<file path="src/rtl/i2cm_pkg.sv">
// Shared types for the I2C master stop controller.
package i2cm_pkg;
    // Controller state; the waits are the only states that accept a stop.
    typedef enum logic [3:0] {
        ST_IDLE,   // bus released
        ST_STA,    // SDA low, SCL high: start hold
        ST_WTS,    // wait after start, SCL low
        ST_BLO,    // bit clock, SCL low phase
        ST_BHI,    // bit clock, SCL high phase
        ST_WT8,    // wait after eighth clock
        ST_WT9,    // wait after ninth clock
        ST_PLO,    // stop: SDA low, SCL low
        ST_PHI     // stop: SDA low, SCL high
    } i2cm_state_e;
endpackage

</file>
<file path="src/rtl/i2cm_half_timer.sv">
// Half-bit phase timer. It reloads on every state change and reports
// done once the phase has lasted HALF_CYC cycles. Assumes HALF_CYC >= 2.
module i2cm_half_timer #(
    parameter int HALF_CYC = 8
) (
    input  logic clk,
    input  logic rst_n,
    input  logic load,
    output logic done
);
    localparam int CW = $clog2(HALF_CYC + 1);
    localparam logic [CW-1:0] RELOAD = CW'(HALF_CYC - 1);

    logic [CW-1:0] cnt;

    // Count down from the reload value and hold at zero.
    always_ff @(posedge clk) begin
        if (!rst_n || load) begin
            cnt <= RELOAD;
        end else if (cnt != '0) begin
            cnt <= cnt - 1'b1;
        end
    end

    assign done = (cnt == '0);

    a_r3_timer_bound: assert property (@(posedge clk) disable iff (!rst_n)
        cnt <= RELOAD);
endmodule

</file>
<file path="src/rtl/i2cm_stop_detect.sv">
// Bus monitor. It flags a stop (SDA rising while SCL stays high) from the
// resolved line levels. Assumes the line inputs are synchronous to clk.
module i2cm_stop_detect (
    input  logic clk,
    input  logic rst_n,
    input  logic scl_in,
    input  logic sda_in,
    output logic det
);
    logic scl_q;
    logic sda_q;

    // Keep last cycle's line levels; reset to released.
    always_ff @(posedge clk) begin
        if (!rst_n) begin
            scl_q <= 1'b1;
            sda_q <= 1'b1;
        end else begin
            scl_q <= scl_in;
            sda_q <= sda_in;
        end
    end

    assign det = scl_q & scl_in & ~sda_q & sda_in;
endmodule

</file>
<file path="src/rtl/i2cm_stop_req.sv">
// Stop request gate and status bit. It accepts a stop command only under
// the legal conditions and clears the bit from any clearing source.
// Clearing wins over a same-cycle accept.
module i2cm_stop_req (
    input  logic clk,
    input  logic rst_n,
    input  logic req,        // stop command pulse
    input  logic start_req,  // start command pulse, same cycle
    input  logic en,
    input  logic is_master,
    input  logic in_wait,
    input  logic xmit,
    input  logic ack_en,
    input  logic clr,        // arbitration loss, exit, disable or bus stop
    output logic pending,
    output logic go
);
    logic accept;

    // Legal acceptance: master, in a wait, no start, nothing pending, and
    // a reception only with acknowledge off.
    always_comb begin
        accept = req & ~start_req & en & is_master & in_wait & ~pending
                 & (xmit | ~ack_en);
        go     = accept & ~clr;
    end

    // Status bit: clear has priority over set.
    always_ff @(posedge clk) begin
        if (!rst_n || clr) begin
            pending <= 1'b0;
        end else if (accept) begin
            pending <= 1'b1;
        end
    end

    a_r5_only_master: assert property (@(posedge clk) disable iff (!rst_n)
        $rose(pending) |-> $past(is_master));
    a_r6_not_with_start: assert property (@(posedge clk) disable iff (!rst_n)
        $rose(pending) |-> !$past(start_req));
    a_r7_only_in_wait: assert property (@(posedge clk) disable iff (!rst_n)
        $rose(pending) |-> $past(in_wait));
    a_r8_rx_needs_nack: assert property (@(posedge clk) disable iff (!rst_n)
        $rose(pending) |-> $past(xmit || !ack_en));
    a_r11_clear_sources: assert property (@(posedge clk) disable iff (!rst_n)
        clr |=> !pending);
endmodule

</file>
<file path="src/rtl/i2c_master_stop.sv">
// I2C master byte clocking and stop controller. It clocks 8 data bits and
// an acknowledge bit per byte, waits with SCL low after the ninth clock
// (and optionally after the eighth), and produces start and stop
// conditions. Lines are open drain: the *_oe outputs pull low, and the
// *_in inputs are the resolved levels, assumed synchronous to clk.
module i2c_master_stop #(
    parameter int HALF_CYC = 8,
    parameter int DATA_W   = 8
) (
    input  logic              clk,
    input  logic              rst_n,
    input  logic              en,
    input  logic              ack_en,
    input  logic              wait9,
    input  logic              tx_in,
    input  logic              cmd_start,
    input  logic              cmd_stop,
    input  logic              cmd_exit,
    input  logic              dat_wr,
    input  logic [DATA_W-1:0] dat_in,
    input  logic              arb_lost,
    input  logic              scl_in,
    input  logic              sda_in,
    output logic              scl_oe,
    output logic              sda_oe,
    output logic              stop_req,
    output logic              master,
    output logic              xmit,
    output logic              waiting,
    output logic              stop_seen
);
    import i2cm_pkg::*;

    localparam int BCW = $clog2(DATA_W + 2);
    localparam logic [BCW-1:0] LAST_DATA = BCW'(DATA_W - 1);
    localparam logic [BCW-1:0] ACK_BIT   = BCW'(DATA_W);

    i2cm_state_e       st, nxt;
    logic [BCW-1:0]    bcnt;
    logic [DATA_W-1:0] sh;
    logic              trc, mst, tdone, tload, stop_go, det;
    logic              in_wait, drop, start_ok, clr;

    assign in_wait  = (st == ST_WTS) || (st == ST_WT8) || (st == ST_WT9);
    assign drop     = arb_lost | cmd_exit | ~en;
    assign clr      = drop | det;
    assign start_ok = cmd_start & en & ~cmd_stop & ~mst & (st == ST_IDLE)
                      & scl_in & sda_in;
    assign tload    = (nxt != st);

    i2cm_half_timer #(.HALF_CYC(HALF_CYC)) u_timer (
        .clk   (clk),
        .rst_n (rst_n),
        .load  (tload),
        .done  (tdone)
    );

    i2cm_stop_detect u_det (
        .clk    (clk),
        .rst_n  (rst_n),
        .scl_in (scl_in),
        .sda_in (sda_in),
        .det    (det)
    );

    i2cm_stop_req u_req (
        .clk       (clk),
        .rst_n     (rst_n),
        .req       (cmd_stop),
        .start_req (cmd_start),
        .en        (en),
        .is_master (mst),
        .in_wait   (in_wait),
        .xmit      (trc),
        .ack_en    (ack_en),
        .clr       (clr),
        .pending   (stop_req),
        .go        (stop_go)
    );

    // Next-state selection; drop forces the idle state.
    always_comb begin
        nxt = st;
        unique case (st)
            ST_IDLE: if (start_ok) nxt = ST_STA;
            ST_STA:  if (tdone) nxt = ST_WTS;
            ST_WTS, ST_WT8, ST_WT9: begin
                if (stop_go) nxt = ST_PLO;
                else if (dat_wr) nxt = ST_BLO;
            end
            ST_BLO:  if (tdone) nxt = ST_BHI;
            ST_BHI: begin
                if (tdone) begin
                    if (bcnt == ACK_BIT) nxt = ST_WT9;
                    else if (bcnt == LAST_DATA && !wait9) nxt = ST_WT8;
                    else nxt = ST_BLO;
                end
            end
            ST_PLO:  if (tdone) nxt = ST_PHI;
            ST_PHI:  if (tdone) nxt = ST_IDLE;
            default: nxt = ST_IDLE;
        endcase
        if (drop) nxt = ST_IDLE;
    end

    // State, bit counter, shift register and direction.
    always_ff @(posedge clk) begin
        if (!rst_n) begin
            st   <= ST_IDLE;
            bcnt <= '0;
            sh   <= '0;
            trc  <= 1'b0;
        end else begin
            st <= nxt;
            if (st == ST_IDLE && nxt == ST_STA) begin
                trc <= 1'b1;
            end
            if ((st == ST_WTS || st == ST_WT9) && nxt == ST_BLO) begin
                sh   <= dat_in;
                trc  <= tx_in;
                bcnt <= '0;
            end
            if (st == ST_BHI && nxt == ST_BLO) begin
                bcnt <= bcnt + 1'b1;
                sh   <= {sh[DATA_W-2:0], 1'b1};
            end
            if (st == ST_BHI && nxt == ST_WT8) begin
                bcnt <= bcnt + 1'b1;
            end
        end
    end

    // Master ownership: set by the start, cleared by a bus stop or drop.
    always_ff @(posedge clk) begin
        if (!rst_n || drop || det) begin
            mst <= 1'b0;
        end else if (st == ST_IDLE && nxt == ST_STA) begin
            mst <= 1'b1;
        end
    end

    // Registered pulse after a stop on the bus.
    always_ff @(posedge clk) begin
        if (!rst_n) stop_seen <= 1'b0;
        else        stop_seen <= det;
    end

    // Line pull-down enables decoded from the state.
    always_comb begin
        scl_oe = (st == ST_WTS) || (st == ST_WT8) || (st == ST_WT9)
                 || (st == ST_BLO) || (st == ST_PLO);
        unique case (st)
            ST_STA, ST_WTS, ST_PLO, ST_PHI: sda_oe = 1'b1;
            ST_BLO, ST_BHI: begin
                if (bcnt == ACK_BIT) sda_oe = ~trc & ack_en;
                else                 sda_oe = trc & ~sh[DATA_W-1];
            end
            default: sda_oe = 1'b0;
        endcase
    end

    assign master  = mst;
    assign xmit    = trc;
    assign waiting = in_wait;

    a_r13_drop_release: assert property (@(posedge clk) disable iff (!rst_n)
        (arb_lost || cmd_exit) |=> (!scl_oe && !sda_oe && !master));
    a_r2_start_from_idle: assert property (@(posedge clk) disable iff (!rst_n)
        $rose(master) |-> $past(scl_in && sda_in && !stop_req));
    a_r10_wait8_stop_hold: assert property (@(posedge clk) disable iff (!rst_n)
        ($rose(stop_req) && $past(st == ST_WT8)) |-> (scl_oe && sda_oe));
    a_r4_wait_holds_scl: assert property (@(posedge clk) disable iff (!rst_n)
        (waiting && $past(waiting) && !dat_wr) |-> scl_oe);
endmodule

</file>
<file path="config.mk">
export PLATFORM = sky130hd
export DESIGN_NAME = i2c_master_stop
export DESIGN_NICKNAME = d
export VERILOG_FILES = /design/src/rtl/i2cm_pkg.sv /design/src/rtl/i2cm_half_timer.sv /design/src/rtl/i2cm_stop_detect.sv /design/src/rtl/i2cm_stop_req.sv /design/src/rtl/i2c_master_stop.sv
export SDC_FILE = /design/constraint.sdc
export NUM_CORES = 1
export LEC_CHECK = 0
export BUFFER_PORTS_ARGS = -buffer_cell sky130_fd_sc_hd__buf_2
export CORE_UTILIZATION = 29
export DETAILED_ROUTE_END_ITERATION = 12
export PLACE_DENSITY = 0.5
export SYNTH_ARGS = -nofsm -noshare
export SYNTH_HDL_FRONTEND = slang
export SYNTH_SLANG_ARGS = --single-unit
</file>
<file path="constraint.sdc">
create_clock -name clk -period 3.2 [get_ports clk]
set_input_delay 0.16 -clock clk [delete_from_list [all_inputs] [get_ports clk]]
set_output_delay 0.16 -clock clk [all_outputs]
set_load 0.01 [all_outputs]
</file>
==> results.ini <==
[clock_tree]
cts_sinks=26
cts_max_level=1
clkTransAtPathRegs_ns=0.10
post_cts_buffers=0
cts_buffer_depth=2
cts_tree=built
cts_buffers=3
hold_buffers=0
clk_latency_ns=0.29
cts_root_buf=clkbuf_8
ctsResizeCount=0

[timing]
setup_viol=0
maxSlewHeadroom=0.648
rsz0062_at_grt=no
finalCriticalPeriod_ns=2.75
fmax_mhz=364
tns_ns=0
fin_ws_ns=0.450
worst_hold_slack_ns=0.0799
hold_violations=0
fin_skew_ns=0.00950
period_share=0.859
maxSlewViolCount=0
worst_pin_slew_ns=0.527

[worst_setup_path]
crit_required_ns=3.39
crit_type=reg -> reg
start_kind=register
startpoint=u_timer.cnt[0]
cp-end-kind=register
r2r_start=u_timer.cnt[0]
worstPathArrival_ns=2.94
crit_chain=inv_1 -> ha_1 -> or3b_1 -> o21ai_0 -> and2_1 -> o21ai_1 -> or4_4 -> o221a_2 -> o21a_1
max_stage_delay_ns=0.54
reg2reg_depth=9
slowest_stage=or4_4
cp_max_fo=12

[place]
pre_cts_slack_ns=0.490
dp.cells=282
place.gp.congestion=0.886
dp_hpwl_um=2770
io_buffers=27

[floorplan]
die_w_um=75.6
rows=26
die_y_um=75.6
start_util=0.303
core_area_um2=5170
die_area_um2=5710
io_pins=28

[pwr]
swShare=0.217
p_per_area_nw_per_um2=362
p_seq_frac=0.496
clockPowerShare=0.428
p_leak_uw=0.000761
ir_worst_vdd_mv=0.188
p_sw_uw=144
pwr-share-comb=0.075
totalPowerFinal_uw=666
p_int_uw=522

[yosys]
synth.distinct_cells=54
yosysSeqAreaShare=0.332
ys_warn_count=0
syn_avg_cell_area_um2=8.21
async_flop_share=0
syn-num-nets=215
synth-main-ff-cell=dfxtp_1
synth-seq-cells=26
synth_cells=191
synthesis.area_um2=1570
synth-edff-count=0

[detailed_routing]
drc=0
via_per_inst=5.03
post_drt_wl_per_cell_um=13.1
vias=1438
finalWirelength_um=3730
drtIter0Drc=141
drt_pass1_iterations=4
detail-route-antenna-nets=0

[hold_path]
holdPathStages=2
hp-start=sda_in
hold_path_class=in -> reg

[global_routing]
globalRouteTotalUtil=0.146
grt_max_degree=26
grt_pass1_vias=1399
grt-ovfl-total=0
antenna_found_initial=0
grt_pass1_wl_um=6370

[layout]
drive_gt1_frac=0.190
fin_cells=286
antennaDiodeCount=0
area_delta_synth_final_pct=17.2
fin_nets=241
mostFrequentLayoutCells=buf_2 (27), dfxtp_1 (26), nand2_1 (21), nor2_1 (14), nand3_1 (12)
fill_cells=531
final_common_cell=buf_2

[run_status]
status=finished clean

[job]
cap_violations=0

==> critical path, delay by kind of cell, from the launching register on <==
| kind | cells | cell delay [ns] |
|---|---|---|
| adder cells (fa/ha/maj) | 1 | 0.24 |
| flip-flops | 1 | 0.31 |
| AO/OA/AOI/OAI | 4 | 0.76 |
| AND/OR/NAND/NOR | 3 | 1.22 |
| buffers and inverters | 1 | 0.10 |
==> Yosys cell counts, drive strengths merged (2+ instances only) <==
master / count / share of area
inv: 9 / 0.022
xnor2: 2 / 0.011
o22ai: 2 / 0.0080
dfxtp: 26 / 0.33
nor2b: 6 / 0.024
buf: 5 / 0.022
nand2: 21 / 0.050
and2: 3 / 0.012
a21boi: 4 / 0.019
a21oi: 5 / 0.016
xor2: 2 / 0.011
o21a: 9 / 0.043
and3: 2 / 0.0080
o211ai: 2 / 0.0096
a21o: 3 / 0.014
or3b: 2 / 0.011
ha: 3 / 0.024
nor3b: 3 / 0.014
nand2b: 3 / 0.012
clkbuf: 5 / 0.013
nor4b: 2 / 0.015
o21ai: 12 / 0.038
nand3: 12 / 0.038
o221a: 7 / 0.050
a211o: 2 / 0.012
nand3b: 5 / 0.024
nor2: 15 / 0.037
==> layout make-up <==
cell class                 instances  area (um2)  share of cell area
clock buffer                       3        41.3              0.0224
clock inverter                     1        30.0              0.0163
inverter                           9        33.8              0.0184
multi-input combinational        146         961               0.522
sequential                        26         520               0.283
tap                               70        87.6              0.0476
timing repair buffer              31         165              0.0898
==> power groups by stage <==
stage	Clock [uW]	Sequential [uW]	Combinational, uW
after floorplan	0	338	29.4
after global placement	0	338	51.0
after CTS	293	330	50.5
final	285	330	50.2
after detailed placement	0	338	50.3
after global routing	306	331	55.7
==> kinds of logic after synthesis <==
logic type / synth area share
DFF: 0.332
AOI/OAI and AO/OA: 0.269
and+or+nand+nor: 0.291
muxes: 0.00638
adders and majority gates: 0.0239
buffers and inverters: 0.0558
xor gates and xnor gates: 0.0223
==> stage by stage <==
stage	util	instance area [um2]
finish	0.356	1840
global route	0.356	1840
CTS	0.356	1840
detailed placement	0.342	1770
global placement	0.342	1770
floorplan	-	1570
==> registers in the layout (all words and copies together) (netlist names) <==
name and cells:
stop_seen 1, bcnt 4, u_det.scl_q 1, u_det.sda_q 1, master 1, u_timer.cnt 4
st 4, xmit 1, sh 8, u_req.pending 1
==> final timing paths <==
| check | end | slack [ns] |
|---|---|---|
| max | sh[1] | 0.45 |
| min | u_det.sda_q | 0.08 |
| max reg2reg | sh[1] | 0.45 |
| min reg2reg | sh[6] | 0.47 |
==> routing by layer <==
metal	share of wire	global-route usage	up-vias	wire (um)
li1	-	-	743	-
met1	0.46	0.191	647	1730
met2	0.47	0.238	41	1770
met3	0.054	0.0384	7	201
met4	0.0083	0.0391	0	31
met5	0	0	-	0
(Power assumes the default switching activity.)
